--- config.mk ---
export PLATFORM = sky130hd
export DESIGN_NAME = lookahead_alu
export DESIGN_NICKNAME = d
export VERILOG_FILES = /design/src/rtl/alu_pkg.sv /design/src/rtl/cla_group.sv /design/src/rtl/cla_adder.sv /design/src/rtl/barrel_shifter.sv /design/src/rtl/alu_decode.sv /design/src/rtl/alu_datapath.sv /design/src/rtl/lookahead_alu.sv
export SDC_FILE = /design/constraint.sdc
export NUM_CORES = 1
export LEC_CHECK = 0
export ABC_CLOCK_PERIOD_IN_PS = 13630
export BUFFER_PORTS_ARGS = -buffer_cell sky130_fd_sc_hd__buf_2
export CAP_MARGIN = 0
export CORE_UTILIZATION = 40
export DETAILED_ROUTE_END_ITERATION = 7
export PLACE_DENSITY_LB_ADDON = 0.1
export REMOVE_ABC_BUFFERS = 1
export SYNTH_ARGS = -nofsm -noshare
export SYNTH_HDL_FRONTEND = slang
export SYNTH_SLANG_ARGS = --single-unit
--- constraint.sdc ---
create_clock -name vclk -period 13.63
set_clock_uncertainty 0.2 [all_clocks]
set_input_delay 2.0445 -clock vclk [all_inputs]
set_output_delay 2.0445 -clock vclk [all_outputs]
set_load 0.01 [all_outputs]
--- src/rtl/alu_pkg.sv ---
package alu_pkg;

  typedef enum logic [2:0] {
    OP_ROL = 3'b000,
    OP_SLL = 3'b001,
    OP_ROR = 3'b010,
    OP_SRA = 3'b011,
    OP_ADD = 3'b100,
    OP_OR  = 3'b101,
    OP_XOR = 3'b110,
    OP_AND = 3'b111
  } aluOp_e;

  typedef enum logic [1:0] {
    SH_ROL = 2'b00,
    SH_SLL = 2'b01,
    SH_ROR = 2'b10,
    SH_SRA = 2'b11
  } shiftMode_e;

  typedef struct packed {
    logic       addEn;
    logic       orEn;
    logic       xorEn;
    logic       andEn;
    logic       shiftEn;
    shiftMode_e shiftMode;
  } aluStrobes_t;

endpackage

--- src/rtl/cla_group.sv ---
module cla_group #(
  parameter int GROUP = 4
) (
  input  logic [GROUP-1:0] a,
  input  logic [GROUP-1:0] b,
  input  logic             cin,
  output logic [GROUP-1:0] sum,
  output logic             grpGen,
  output logic             grpProp
);
  logic [GROUP-1:0] gen;
  logic [GROUP-1:0] prop;
  logic [GROUP-1:0] carry;

  assign gen  = a & b;
  assign prop = a ^ b;

  // each carry formed directly from generate/propagate terms (no ripple)
  always_comb begin
    for (int i = 0; i < GROUP; i++) begin
      logic term;
      logic acc;
      term = cin;
      for (int j = 0; j < i; j++) term = term & prop[j];
      acc = term;
      for (int k = 0; k < i; k++) begin
        logic t;
        t = gen[k];
        for (int j = k + 1; j < i; j++) t = t & prop[j];
        acc = acc | t;
      end
      carry[i] = acc;
    end
  end

  always_comb begin
    grpProp = &prop;
    grpGen  = 1'b0;
    for (int k = 0; k < GROUP; k++) begin
      logic t;
      t = gen[k];
      for (int j = k + 1; j < GROUP; j++) t = t & prop[j];
      grpGen = grpGen | t;
    end
  end

  assign sum = prop ^ carry;
endmodule

--- src/rtl/cla_adder.sv ---
module cla_adder #(
  parameter int WIDTH = 16,
  parameter int GROUP = 4
) (
  input  logic [WIDTH-1:0] a,
  input  logic [WIDTH-1:0] b,
  input  logic             cin,
  output logic [WIDTH-1:0] sum,
  output logic             cout
);
  localparam int NGRP = WIDTH / GROUP;

  logic [NGRP-1:0] grpGen;
  logic [NGRP-1:0] grpProp;
  logic [NGRP:0]   grpCarry;

  // second lookahead level over the group generate/propagate pairs
  always_comb begin
    for (int i = 0; i <= NGRP; i++) begin
      logic acc;
      logic term;
      term = cin;
      for (int j = 0; j < i; j++) term = term & grpProp[j];
      acc = term;
      for (int k = 0; k < i; k++) begin
        logic t;
        t = grpGen[k];
        for (int j = k + 1; j < i; j++) t = t & grpProp[j];
        acc = acc | t;
      end
      grpCarry[i] = acc;
    end
  end

  for (genvar g = 0; g < NGRP; g++) begin : gGroup
    cla_group #(.GROUP(GROUP)) uGroup (
      .a      (a[g*GROUP +: GROUP]),
      .b      (b[g*GROUP +: GROUP]),
      .cin    (grpCarry[g]),
      .sum    (sum[g*GROUP +: GROUP]),
      .grpGen (grpGen[g]),
      .grpProp(grpProp[g])
    );
  end

  assign cout = grpCarry[NGRP];
endmodule

--- src/rtl/barrel_shifter.sv ---
module barrel_shifter
  import alu_pkg::*;
#(
  parameter int WIDTH = 16,
  localparam int AMTW = $clog2(WIDTH)
) (
  input  logic [WIDTH-1:0] value,
  input  logic [AMTW-1:0]  amount,
  input  shiftMode_e       mode,
  output logic [WIDTH-1:0] shifted
);
  always_comb begin
    logic [WIDTH-1:0] v;
    v = value;
    for (int s = 0; s < AMTW; s++) begin
      if (amount[s]) begin
        unique case (mode)
          SH_ROL: v = (v << (1 << s)) | (v >> (WIDTH - (1 << s)));
          SH_SLL: v = v << (1 << s);
          SH_ROR: v = (v >> (1 << s)) | (v << (WIDTH - (1 << s)));
          SH_SRA: v = WIDTH'($signed(v) >>> (1 << s));
          default: v = v;
        endcase
      end
    end
    shifted = v;
  end
endmodule

--- src/rtl/alu_decode.sv ---
module alu_decode
  import alu_pkg::*;
(
  input  logic [2:0]  opSel,
  output aluStrobes_t strobes
);
  always_comb begin
    strobes = '0;
    strobes.shiftMode = shiftMode_e'(opSel[1:0]);
    unique case (aluOp_e'(opSel))
      OP_ADD: strobes.addEn = 1'b1;
      OP_OR:  strobes.orEn  = 1'b1;
      OP_XOR: strobes.xorEn = 1'b1;
      OP_AND: strobes.andEn = 1'b1;
      default: strobes.shiftEn = 1'b1;
    endcase
  end
endmodule

--- src/rtl/alu_datapath.sv ---
module alu_datapath
  import alu_pkg::*;
#(
  parameter int WIDTH = 16,
  parameter int GROUP = 4,
  localparam int AMTW = $clog2(WIDTH)
) (
  input  logic [WIDTH-1:0] opA,
  input  logic [WIDTH-1:0] opB,
  input  logic             carryIn,
  input  logic             invertA,
  input  logic             invertB,
  input  logic             signedMode,
  input  aluStrobes_t      strobes,
  output logic [WIDTH-1:0] result,
  output logic             overflow,
  output logic             zeroFlag
);
  logic [WIDTH-1:0] effA;
  logic [WIDTH-1:0] effB;
  logic [WIDTH-1:0] sumVal;
  logic             carryOut;
  logic [WIDTH-1:0] shiftVal;
  logic             signedOvf;

  assign effA = invertA ? ~opA : opA;
  assign effB = invertB ? ~opB : opB;

  cla_adder #(.WIDTH(WIDTH), .GROUP(GROUP)) uAdder (
    .a   (effA),
    .b   (effB),
    .cin (carryIn),
    .sum (sumVal),
    .cout(carryOut)
  );

  barrel_shifter #(.WIDTH(WIDTH)) uShift (
    .value  (effA),
    .amount (effB[AMTW-1:0]),
    .mode   (strobes.shiftMode),
    .shifted(shiftVal)
  );

  always_comb begin
    result = '0;
    if (strobes.addEn)   result = sumVal;
    if (strobes.orEn)    result = effA | effB;
    if (strobes.xorEn)   result = effA ^ effB;
    if (strobes.andEn)   result = effA & effB;
    if (strobes.shiftEn) result = shiftVal;
  end

  assign signedOvf = (effA[WIDTH-1] == effB[WIDTH-1]) && (sumVal[WIDTH-1] != effA[WIDTH-1]);
  assign overflow  = strobes.addEn & (signedMode ? signedOvf : carryOut);
  assign zeroFlag  = ~|result;
endmodule

--- src/rtl/lookahead_alu.sv ---
module lookahead_alu
  import alu_pkg::*;
#(
  parameter int WIDTH = 16,
  parameter int GROUP = 4
) (
  input  logic [WIDTH-1:0] opA,
  input  logic [WIDTH-1:0] opB,
  input  logic             carryIn,
  input  logic [2:0]       opSel,
  input  logic             invertA,
  input  logic             invertB,
  input  logic             signedMode,
  output logic [WIDTH-1:0] result,
  output logic             overflow,
  output logic             zeroFlag
);
  aluStrobes_t strobes;

  alu_decode uDecode (
    .opSel  (opSel),
    .strobes(strobes)
  );

  alu_datapath #(.WIDTH(WIDTH), .GROUP(GROUP)) uPath (
    .opA       (opA),
    .opB       (opB),
    .carryIn   (carryIn),
    .invertA   (invertA),
    .invertB   (invertB),
    .signedMode(signedMode),
    .strobes   (strobes),
    .result    (result),
    .overflow  (overflow),
    .zeroFlag  (zeroFlag)
  );
endmodule

# == Word-level counts from Yosys, hierarchy flattened ==
# Index checks and enable logic that the tools add are counted.
# totals
input_bits,39
regBits,0
out_inout_bits,18
word_cells,156
# op_classes
bitwise_logic,117
reduce_logical,10
mux,20
n_eq_ne,9
# op_table
cell,count
16-bit case mux with 4 select lines,3
16-bit two-way mux,11
16-bit case mux with 3 select lines,1
1-bit AND,47
1-bit OR,46
16-bit NOT,2
4-bit bitwise XOR,8
16-bit AND,1
4-bit AND,4
12-bit by 16-bit OR with 16-bit output,1
14-bit by 16-bit OR with 16-bit output,1
15-bit by 16-bit OR with 16-bit output,1
16-bit by 1-bit OR with 16-bit output,1
16-bit OR,1
16-bit by 2-bit OR with 16-bit output,1
16-bit by 4-bit OR with 16-bit output,1
8-bit by 16-bit OR with 16-bit output,1
4-bit AND reduction,4
16-bit OR reduction,1
16-bit bitwise XOR,1
"3-bit equality test, second input constant",4
1-bit two-way mux,5
"2-bit equality test, second input constant",2
4-bit OR reduction,1
other kinds (7),7

# == Longest topological paths before layout ==
# depth
depth_word,28
depth_mapped,26
ltp_nobuf,22

# == By module ==
# A second synthesis with hierarchy kept.
# unflattened
hier_cells,613
hier_area_um2,4436.8
# modules_own_cells
module,area_each_um2,instances,seq_area_each_um2,cells_per_inst
barrel_shifter,2084.5,1,0.0,297
alu_datapath,1544.0,1,0.0,209
cla_group (uPath.uAdder.gGroup[0].uGroup ...),177.7,3,0.0,24
cla_group (uPath.uAdder.gGroup[2].uGroup),180.2,1,0.0,23
alu_decode,56.3,1,0.0,7
cla_adder,38.8,1,0.0,5

# == Least setup slack after synthesis ==
# Ideal clock, no wire load.
# synth_timing
path_type,input to output
from,in opB[0]
to,out zeroFlag
path_slack_ns,5.035
arrival_time_ns,6.350
n_path_buf,4
required_time_ns,11.385
path_stages,23
cell_sequence,buf_2 > xor2_4 > buf_4 > buf_4 > buf_2 > ha_1 > a21o_1 > a21oi_1 > o21ai_0 > a21o_1 > a21oi_1 > o21ai_0 > ha_1 > o21ai_0 > a21boi_0 > o21ai_0 > xnor2_1 > o21ai_0 > a32o_1 > a311oi_1 > or4b_1 > nor4b_1 > and4b_1
# synth_between
word_cells_on_any_way,84
cone_classes,mux: 13; bitwise: 68; reduce/logical: 3
# synth_rtl
element,line,rtl
from (decl),lookahead_alu.sv:8,"input logic [WIDTH-1:0] opB,"
16-bit NOT,alu_datapath.sv:27,assign effB = invertB ? ~opB : opB;
16-bit two-way mux *,alu_datapath.sv:27,
4-bit AND,cla_group.sv:15,assign gen = a & b;
1-bit AND (3 in a row),cla_group.sv:42,for (int j = k + 1; j < GROUP; j++) t = t & prop[j];
1-bit OR (3 in a row),cla_group.sv:43,grpGen = grpGen | t;
1-bit AND,cla_adder.sv:28,for (int j = k + 1; j < i; j++) t = t & grpProp[j];
1-bit OR (2 in a row),cla_adder.sv:29,acc = acc | t;
1-bit AND (3 in a row),cla_group.sv:24,for (int j = 0; j < i; j++) term = term & prop[j];
[... 4 more ...],n/a,
16-bit two-way mux,alu_datapath.sv:46,if (strobes.addEn) result = sumVal;
16-bit two-way mux,alu_datapath.sv:47,if (strobes.orEn) result = effA | effB;
16-bit two-way mux,alu_datapath.sv:48,if (strobes.xorEn) result = effA ^ effB;
16-bit two-way mux,alu_datapath.sv:49,if (strobes.andEn) result = effA & effB;
16-bit two-way mux *,alu_datapath.sv:50,if (strobes.shiftEn) result = shiftVal;
named net result[11],lookahead_alu.sv:14,"output logic [WIDTH-1:0] result,"
16-bit OR reduction *,alu_datapath.sv:55,assign zeroFlag = ~|result;
1-bit logical NOT *,alu_datapath.sv:55,
to (decl),lookahead_alu.sv:16,output logic zeroFlag
# The timed path passes the listed nets; every way through them passes the cells marked *.

# == Worst setup path in the final report ==
# layout_timing
from,in invertA
to,out zeroFlag
# layout_between
elab_chain_len,27
word_cells_on_any_way,119
cone_classes,mux: 14; bitwise: 100; reduce/logical: 5
# layout_rtl
element,line,rtl
from (decl),lookahead_alu.sv:11,"input logic invertA,"
16-bit two-way mux *,alu_datapath.sv:26,assign effA = invertA ? ~opA : opA;
4-bit AND or 4-bit bitwise XOR (tied branches),"cla_group.sv:15, cla_group.sv:16",
1-bit AND (2 in a row),"cla_group.sv:29, cla_group.sv:42",
1-bit AND,cla_group.sv:42,
1-bit OR (3 in a row),cla_group.sv:43,
1-bit AND (2 in a row),cla_adder.sv:28,
1-bit OR (3 in a row),cla_adder.sv:29,
1-bit AND (3 in a row),cla_group.sv:24,
1-bit OR (3 in a row),cla_group.sv:30,acc = acc | t;
4-bit bitwise XOR,cla_group.sv:47,assign sum = prop ^ carry;
16-bit two-way mux,alu_datapath.sv:46,
16-bit two-way mux,alu_datapath.sv:47,
16-bit two-way mux,alu_datapath.sv:48,
16-bit two-way mux,alu_datapath.sv:49,
16-bit two-way mux *,alu_datapath.sv:50,
16-bit OR reduction *,alu_datapath.sv:55,
1-bit logical NOT *,alu_datapath.sv:55,
# Every way passes the cells marked *; elsewhere a longest branch is shown, timed or not.

==> impl_metrics.env <==
export IMPL_antenna_found_initial=0
export IMPL_slew_violations=0
export IMPL_grt_pass1_vias=4066
export IMPL_synthSimpleGateAreaFrac_pct=17.0
export IMPL_gr_usage_all_layers_pct=28.5
export IMPL_seq_area_frac_synth_pct=0
export IMPL_route_final_wire_length_um=15100
export IMPL_fp_dieW_um=103
export IMPL_max_slew_margin_pct=40.3
export IMPL_worst_hold_path_num_cells=4
export IMPL_post_synth_fa_ha_maj_area_fraction_pct=13.0
export IMPL_detail_route_first_pass_iterations=6
export IMPL_total_of_hold_buffers_inserted_after_clock_tree_synthesis=0
export IMPL_syn2layout_area_growth_pct=7.76
export IMPL_post_drt_wl_per_cell_um=20.1
export IMPL_cts_resized=0
export IMPL_core_area_um2=9860
export IMPL_p_leak_nw=1.99
export IMPL_dp_hpwl_um=11600
export IMPL_flip_flop_and_latch_area_um2=0
export IMPL_die_area_um2=10600
export IMPL_finalHoldViolCount=0
export IMPL_vias_per_cell=6.11
export IMPL_rsz0062_at_grt="no"
export IMPL_timing_hold_worst_endpoint="overflow"
export IMPL_grt_pass1_wl_um=23100
export IMPL_detail_route_iter0_violations=477
export IMPL_finalInstanceArea_um2=4410
export IMPL_worstPathRequired_ns=11.39
export IMPL_antennaDiodeCount=0
export IMPL_setup_tns_final_ns=0
export IMPL_critical_path_slowest_cell="or4b_1"
export IMPL_report_final_setup_viol=0
export IMPL_synth_yosys_warnings=0
export IMPL_maxCapViolations=0
export IMPL_layout_drive_gt1_share_pct=14.2
export IMPL_max_vdd_ir_drop_v=0.0000260
export IMPL_grt_overflow_total=0
export IMPL_final_cell_mix="64 x o21ai_0, 57 x buf_2, 51 x nand2_1"
export IMPL_syn_instance_count=598
export IMPL_num_nets_final=700
export IMPL_timing_critical_path_fanout_max=53
export IMPL_hold_worst_slack_ns=4.34
export IMPL_setup_slack_ns=4.29
export IMPL_clock_fmax_ghz=0.107
export IMPL_synth_mux_area_fraction_pct=15.5
export IMPL_mostFrequentLayoutCell="o21ai_0"
export IMPL_numPortBuffers=57
export IMPL_critical_path_class="input pin to output pin"
export IMPL_multi_input_comb_area_um2=3710
export IMPL_timing_critical_path_arrival_ns=7.10
export IMPL_final_antenna_net_count=0
export IMPL_worstPathCellList="buf_2, buf_4, xor2_1, ha_1, a21o_1, a21oi_1, o21ai_0, a21o_1, a21oi_1, o21ai_0, ha_1, o21ai_0, a21boi_0, o21ai_0, xnor2_1, o21ai_0, a32o_1, a311oi_1, or4b_1, nor4b_1, and4b_1, buf_2"
export IMPL_timing_hold_worst_start="signedMode"
export IMPL_detailedPlace_worstSlack_ns=4.33
export IMPL_via_count=4591
export IMPL_outcome="completed"
export IMPL_crit_path_frequent_cell="o21ai_0"
export IMPL_grt_start_max_net_pins=69
export IMPL_synthesized_area_fraction_occupied_by_ao_oa_aoi_and_oai_cells_pct=32.0
export IMPL_die_y_um=103
export IMPL_fill_cells=1051
export IMPL_powerDensity_nw_per_um2=61.2
export IMPL_mappedNetlistArea_um2=4100
export IMPL_tightestPinTransition_ns=0.889
export IMPL_post_dp_cell_area_um2=4410
export IMPL_layout_clock_buffers=0
export IMPL_netlist_cell_type_count=64
export IMPL_finalWorstPathRequiredPeriod_ns=9.34
export IMPL_hold_path_class="input pin to output pin"
export IMPL_synth_top_family_by_area="compound AO/OA/AOI/OAI gates"
export IMPL_synth_avg_cell_area_um2=6.85
export IMPL_synthXorXnorAreaFrac_pct=13.1
export IMPL_timing_critical_path_from_type="input pin"
export IMPL_routability_congestion=0.940
export IMPL_fin_crit_sh_pct=68.5
export IMPL_rows=36
export IMPL_postCtsSetupRepairBufs=0
export IMPL_io_pin_count=57
export IMPL_critical_path_endpoint_type="output pin"
export IMPL_initial_cell_density_of_the_core_pct=41.5
export IMPL_seq_cells=0
export IMPL_timing_critical_path_slowest_cell_delay_ns=0.57
export IMPL_route_detailed_drc=0
-- cells in the mapped netlist, types with 12 or more instances --
cell	number	area, µm²
nor2_1	34	128
o211ai_1	20	150
nand2_1	51	191
xor2_1	38	333
mux2i_1	41	410
o21ai_0	64	320
ha_1	36	450
mux2_2	12	135
xnor2_1	20	175
a21oi_1	39	195
clkbuf_1	26	97.6
inv_1	49	184
-- kinds of logic after synthesis --
logic type,count (synthesis)
compound gates,201
xor+xnor,59
fa+ha+maj,40
buf+inv,95
mux,57
simple gates,146
-- metrics by stage --
step	utilization [%]	power [mW]	instances
after global routing	44.7	0.295	752
after CTS	44.7	0.266	752
after detailed placement	44.7	0.264	752
after floorplan	-	0.175	554
final	44.7	0.270	752
after global placement	44.7	0.262	752
-- worst max-delay path, delay by kind of cell --
family / cells / cell delay (ns)
AND/OR/NAND/NOR: 3 / 1.08
buffers and inverters: 3 / 0.73
adder cells (fa/ha/maj): 2 / 0.66
XOR/XNOR: 2 / 0.63
AO/OA/AOI/OAI: 12 / 1.95
-- power breakdown --
group          internal [mW]  total, mW  switching (mW)  leakage, nW
clock                      0          0               0            0
combinational          0.103      0.270           0.167         1.99
sequential                 0          0               0            0
total                  0.103      0.270           0.167         1.99
-- worst max-delay path by stage --
stage | to | depth (start not counted) | startpoint
6_report | zeroFlag | 22 | invertA
5_1_grt | zeroFlag | 22 | invertA
4_1_cts | zeroFlag | 22 | invertA
3_5_place_dp | zeroFlag | 22 | invertA
3_3_place_gp | zeroFlag | 22 | invertA
2_1_floorplan | zeroFlag | 19 | invertB
-- final cells by class --
| class | instances | share of cell area, % |
|---|---|---|
| Timing Repair Buffer | 65 | 7.83 |
| Multi-Input combinational cell | 503 | 84.0 |
| Tap cell | 133 | 3.77 |
| Inverter | 51 | 4.39 |
-- layer usage --
| metal | GRT usage [%] | up-vias | wire [µm] |
|---|---|---|---|
| li1 | - | 2217 | - |
| met1 | 42.5 | 2144 | 7240 |
| met2 | 44.4 | 200 | 6410 |
| met3 | 2.02 | 30 | 1080 |
| met4 | 6.50 | 0 | 402 |
| met5 | 0 | - | 0 |
(Power assumes the default switching activity.)
